[config.mk]
export PLATFORM = sky130hd
export DESIGN_NAME = spi_sclk_gen
export DESIGN_NICKNAME = d
export VERILOG_FILES = /design/src/rtl/spi_sclk_pkg.sv /design/src/rtl/spi_sclk_cfg.sv /design/src/rtl/spi_sclk_tick.sv /design/src/rtl/spi_sclk_edge.sv /design/src/rtl/spi_sclk_gen.sv
export SDC_FILE = /design/constraint.sdc
export NUM_CORES = 1
export LEC_CHECK = 0
export CAP_MARGIN = 20
export CORE_MARGIN = 5
export CORE_UTILIZATION = 65
export CTS_CLUSTER_SIZE = 25
export DETAILED_ROUTE_END_ITERATION = 8
export DONT_BUFFER_PORTS = 1
export HOLD_SLACK_MARGIN = 0.02
export PLACE_DENSITY = 0.81
export SLEW_MARGIN = 40
export SYNTH_ARGS = -nofsm -noshare
export SYNTH_HDL_FRONTEND = slang
export SYNTH_SLANG_ARGS = --single-unit
[constraint.sdc]
create_clock -name clk -period 6.3 [get_ports clk]
set_input_delay 0.63 -clock clk [delete_from_list [all_inputs] [get_ports clk]]
set_output_delay 0.63 -clock clk [all_outputs]
set_load 0.005 [all_outputs]
[src/rtl/spi_sclk_pkg.sv]
package spi_sclk_pkg;

  typedef enum logic {
    LAW_POW2   = 1'b0,
    LAW_LINEAR = 1'b1
  } div_law_e;

  typedef struct packed {
    div_law_e law;
    logic     cpol;
    logic     cpha;
  } sclk_cfg_t;

endpackage

[src/rtl/spi_sclk_cfg.sv]
module spi_sclk_cfg
  import spi_sclk_pkg::*;
(
  input  logic      clk,
  input  logic      rst_n,
  input  logic      enable,
  input  logic      law_in,
  input  logic      cpol_in,
  input  logic      cpha_in,
  output sclk_cfg_t cfg
);

  // Protocol settings are frozen while the controller is enabled.
  always_ff @(posedge clk or negedge rst_n) begin
    if (!rst_n) begin
      cfg <= '{law: LAW_POW2, cpol: 1'b0, cpha: 1'b0};
    end else if (!enable) begin
      cfg.law  <= div_law_e'(law_in);
      cfg.cpol <= cpol_in;
      cfg.cpha <= cpha_in;
    end
  end

endmodule

[src/rtl/spi_sclk_tick.sv]
module spi_sclk_tick
  import spi_sclk_pkg::*;
#(
  parameter int DIV_W = 8,
  parameter int EXP_W = 4
) (
  input  logic             clk,
  input  logic             rst_n,
  input  logic             run,
  input  div_law_e         law,
  input  logic [DIV_W-1:0] div_val,
  output logic             tick
);

  localparam int POW_BITS = 2 ** EXP_W;
  localparam int HALF_W   = (POW_BITS > DIV_W + 1) ? POW_BITS : DIV_W + 1;

  // Half period in bus cycles for a given law and setting.
  function automatic logic [HALF_W-1:0] half_of(input div_law_e l,
                                                 input logic [DIV_W-1:0] n);
    if (l == LAW_POW2) return HALF_W'(1) << n[EXP_W-1:0];
    else               return HALF_W'(n) + HALF_W'(1);
  endfunction

  logic [HALF_W-1:0] half_live;
  logic [HALF_W-1:0] half_q;
  logic [HALF_W-1:0] cnt_q;

  assign half_live = half_of(law, div_val);
  assign tick      = run && (cnt_q == '0);

  always_ff @(posedge clk or negedge rst_n) begin
    if (!rst_n) begin
      half_q <= HALF_W'(1);
      cnt_q  <= '0;
    end else if (!run) begin
      half_q <= half_live;
      cnt_q  <= half_live - HALF_W'(1);
    end else if (cnt_q == '0) begin
      cnt_q  <= half_q - HALF_W'(1);
    end else begin
      cnt_q  <= cnt_q - HALF_W'(1);
    end
  end

endmodule

[src/rtl/spi_sclk_edge.sv]
module spi_sclk_edge (
  input  logic clk,
  input  logic rst_n,
  input  logic run,
  input  logic tick,
  input  logic cpol,
  input  logic cpha,
  output logic sclk,
  output logic rise_stb,
  output logic fall_stb,
  output logic sample_stb,
  output logic shift_stb
);

  logic next_lvl;
  logic leading;

  assign next_lvl = ~sclk;
  assign leading  = next_lvl ^ cpol;

  always_ff @(posedge clk or negedge rst_n) begin
    if (!rst_n) begin
      sclk       <= 1'b0;
      rise_stb   <= 1'b0;
      fall_stb   <= 1'b0;
      sample_stb <= 1'b0;
      shift_stb  <= 1'b0;
    end else begin
      rise_stb   <= 1'b0;
      fall_stb   <= 1'b0;
      sample_stb <= 1'b0;
      shift_stb  <= 1'b0;
      if (!run) begin
        sclk <= cpol;
      end else if (tick) begin
        sclk       <= next_lvl;
        rise_stb   <= next_lvl;
        fall_stb   <= ~next_lvl;
        sample_stb <= leading ^ cpha;
        shift_stb  <= ~(leading ^ cpha);
      end
    end
  end

endmodule

[src/rtl/spi_sclk_gen.sv]
module spi_sclk_gen
  import spi_sclk_pkg::*;
#(
  parameter int DIV_W = 8,
  parameter int EXP_W = 4
) (
  input  logic             clk,
  input  logic             rst_n,
  input  logic             enable,
  input  logic             frame_active,
  input  logic             mode_sel,
  input  logic [DIV_W-1:0] div_val,
  input  logic             cpol_in,
  input  logic             cpha_in,
  output logic             sclk,
  output logic             rise_stb,
  output logic             fall_stb,
  output logic             sample_stb,
  output logic             shift_stb
);

  sclk_cfg_t cfg_q;
  logic      run;
  logic      tick;
  logic      cfg_law;
  logic      cfg_cpol;
  logic      cfg_cpha;

  assign run      = enable && frame_active;
  assign cfg_law  = cfg_q.law;
  assign cfg_cpol = cfg_q.cpol;
  assign cfg_cpha = cfg_q.cpha;

  spi_sclk_cfg u_cfg (
    .clk     (clk),
    .rst_n   (rst_n),
    .enable  (enable),
    .law_in  (mode_sel),
    .cpol_in (cpol_in),
    .cpha_in (cpha_in),
    .cfg     (cfg_q)
  );

  spi_sclk_tick #(.DIV_W(DIV_W), .EXP_W(EXP_W)) u_tick (
    .clk     (clk),
    .rst_n   (rst_n),
    .run     (run),
    .law     (cfg_q.law),
    .div_val (div_val),
    .tick    (tick)
  );

  spi_sclk_edge u_edge (
    .clk        (clk),
    .rst_n      (rst_n),
    .run        (run),
    .tick       (tick),
    .cpol       (cfg_cpol),
    .cpha       (cfg_cpha),
    .sclk       (sclk),
    .rise_stb   (rise_stb),
    .fall_stb   (fall_stb),
    .sample_stb (sample_stb),
    .shift_stb  (shift_stb)
  );

endmodule

==> qor.yml <==
synthesis:
  yosysMostFrequentCell: "dfrtp_1"
  ys.flop_type: "dfrtp_1"
  synth_area_per_cell_sq_um: 9.99
  synthCells: 232
  synth_fp_nets: 254
  ys_seq_elements: 40
  synth_cell_types: 54
  syn-cell-area_sq_mm: 0.00232
  seq_area_frac_synth: 0.432
  yosysTopAreaCell: "dfrtp_1"
  synth_area_leaders: "dfrtp_1 42%, xnor2_1 4.5%, nand2_1 4.4%"
  synthTopCellsByCount: "39 x dfrtp_1, 27 x nand2_1, 23 x nor2_1, 12 x xnor2_1, 11 x nand3_1"
  async_reset_ff_frac: 1.00
  synth_top_area_frac: 0.421
  yosysWarnings: 0
  synth_edf_count: 0
sta:
  setup_viol: 0
  skew_ns: 0.0211
  slew_viol_final: 0
  slew_headroom: 0.580
  rsz0062_at_grt: "no"
  period_share: 0.394
  fmax_mhz: 403
  hold_viol_final: 0
  setup_ws_ns: 3.82
  max_slew.worst_pin.slew_ns: 0.630
  finalSetupTns_ns: 0
  fin_crit_ns: 2.48
min_path:
  min_path_type: "in2async"
power_and_ir_drop:
  powerDensity_mw_per_mm2: 225
  ir_drop_v: 0.000160
  p_leak_uw: 0.00102
global_route:
  groute.usage.overall: 0.217
  grt_max_degree: 40
  overflow: 0
  grt_antenna_before_repair: 0
  grt_pass1_wl_microns: 8450
  grt_pass1_vias: 1768
final_layout:
  syn_to_final_growth_pct: 1.94
  final_nets: 251
  fillers: 260
  drive_above_1_share: 0.131
  diodes: 0
  final_design_area_no_fill_sq_mm: 0.00236
  fin_cells: 275
  utilization: 0.697
clock_tree:
  cts_num_sinks: 40
  root_buffer: "clkbuf_4"
  cts_made_buffers: 5
  cts_tree: "yes"
  cts_max_level: 2
  hold_buffers: 1
  postCtsSetupRepairBufs: 0
  cts_resized: 0
  cts.path.max_buffers: 2
  worstSkewPairLatency_ns: 0.35
  clk_pin_slew_worst_paths_ns: 0.12
place:
  place.gp.congestion: 0.864
  portBuffers: 0
  dpl-instance-area_sq_mm: 0.00230
  place_ws_ns: 3.54
  dp_cells: 267
  hpwlAfterDp_microns: 3590
run:
  max_cap_viol_count: 0
routing:
  drc: 0
  avgRoutedWirePerCell_microns: 17.5
  vias: 1761
  post_drt_via_cell_ratio: 6.40
  drt-pass1-iter-count: 4
  drt_iter0_markers: 297
  drt_wl_total_microns: 4810
  antenna_left: 0
floorplanning:
  top_level_ports: 20
  initial_core_util: 0.684
  core.rowCount: 21
  dieArea_sq_mm: 0.00486
  coreArea_sq_mm: 0.00339
  die_h_microns: 69.7
  fp.dieW_microns: 69.7
worst_setup_path:
  required_ns: 6.53
  arrival_ns: 2.71
  end_kind: "flip-flop"
  cp_max_fo: 18
  critPathLaunchType: "flip-flop"
  critical_path_class: "reg2reg"
  r2r_cells: 6
  r2r_slack_ns: 3.82
outcome:
  outcome: "finished clean"
## flip-flops by register name, summed over array words and instances, names as in the netlist
name / cells
u_edge.rise_stb: 1
u_tick.half_q: 16
u_edge.sclk: 1
u_tick.cnt_q: 16
u_edge.sample_stb: 1
u_edge.shift_stb: 1
u_cfg.cfg: 3
u_edge.fall_stb: 1
## final timing paths
kind,start,end
max in group asynchronous,rst_n,u_tick.half_q[7]
max reg2reg,u_cfg.cfg[2],u_tick.cnt_q[8]
min in group clk,mode_sel,u_cfg.cfg[2]
min reg2reg,u_tick.half_q[11],u_tick.half_q[11]
max,u_cfg.cfg[2],u_tick.cnt_q[8]
min,rst_n,u_cfg.cfg[2]
## layout by cell type, fill, tap and decap left out, types with 5 or more instances in the layout
cell / n
o21ai_0: 7
xnor2_1: 12
nor4_1: 5
inv_1: 5
clkbuf_4: 5
nor2_1: 23
xor2_1: 6
dfrtp_1: 39
a31oi_1: 8
ha_1: 7
a21oi_1: 9
nand2_1: 26
nand3_1: 11
## cells by family after synthesis
| logic type | after synthesis | synth area share |
|---|---|---|
| AOI/OAI and AO/OA | 50 | 0.161 |
| xor gates and xnor gates | 18 | 0.0680 |
| DFF | 40 | 0.432 |
| buffers and inverters | 16 | 0.0432 |
| adders and majority gates | 7 | 0.0378 |
| and+or+nand+nor | 96 | 0.234 |
| muxes | 5 | 0.0237 |
## worst max-delay path, cell delays in order (launching register included)
cell      delay, ns
dfrtp_1        0.67
nor2_1         0.26
a221oi_2       0.45
o22ai_2        0.21
nor4_2         0.45
o21ai_1        0.17
xnor2_1        0.15
## power breakdown
part	internal, uW	switching, uW	total [uW]
Combinational	46.4	62.3	109
Clock	41.1	77.4	118
Sequential	283	21.5	304
## routing by layer
layer	part of all wire	vias to the layer above	track usage
li1	-	825	-
met1	0.43	851	0.281
met2	0.47	76	0.336
met3	0.083	9	0.0768
met4	0.014	0	0.0766
met5	0	-	0
## area by class of cell
class | instances | area [sq um] | area share
timing repair buffer | 1 | 20.0 | 0.00847
clock inverter | 1 | 5.00 | 0.00212
multi-input combinational | 176 | 1220 | 0.516
clock buffer | 6 | 41.3 | 0.0175
sequential | 40 | 1000 | 0.424
tap | 46 | 57.6 | 0.0244
inverter | 5 | 18.8 | 0.00794
## per-stage QoR
stage / hold WS [ns] / power, uW
6_report: 0.0925 / 531
5_1_grt: 0.0957 / 564
3_3_place_gp: 0.335 / 406
2_1_floorplan: 0.334 / 393
3_5_place_dp: 0.336 / 411
4_1_cts: 0.0990 / 535
No activity file was read; power rests on OpenSTA's default activity.
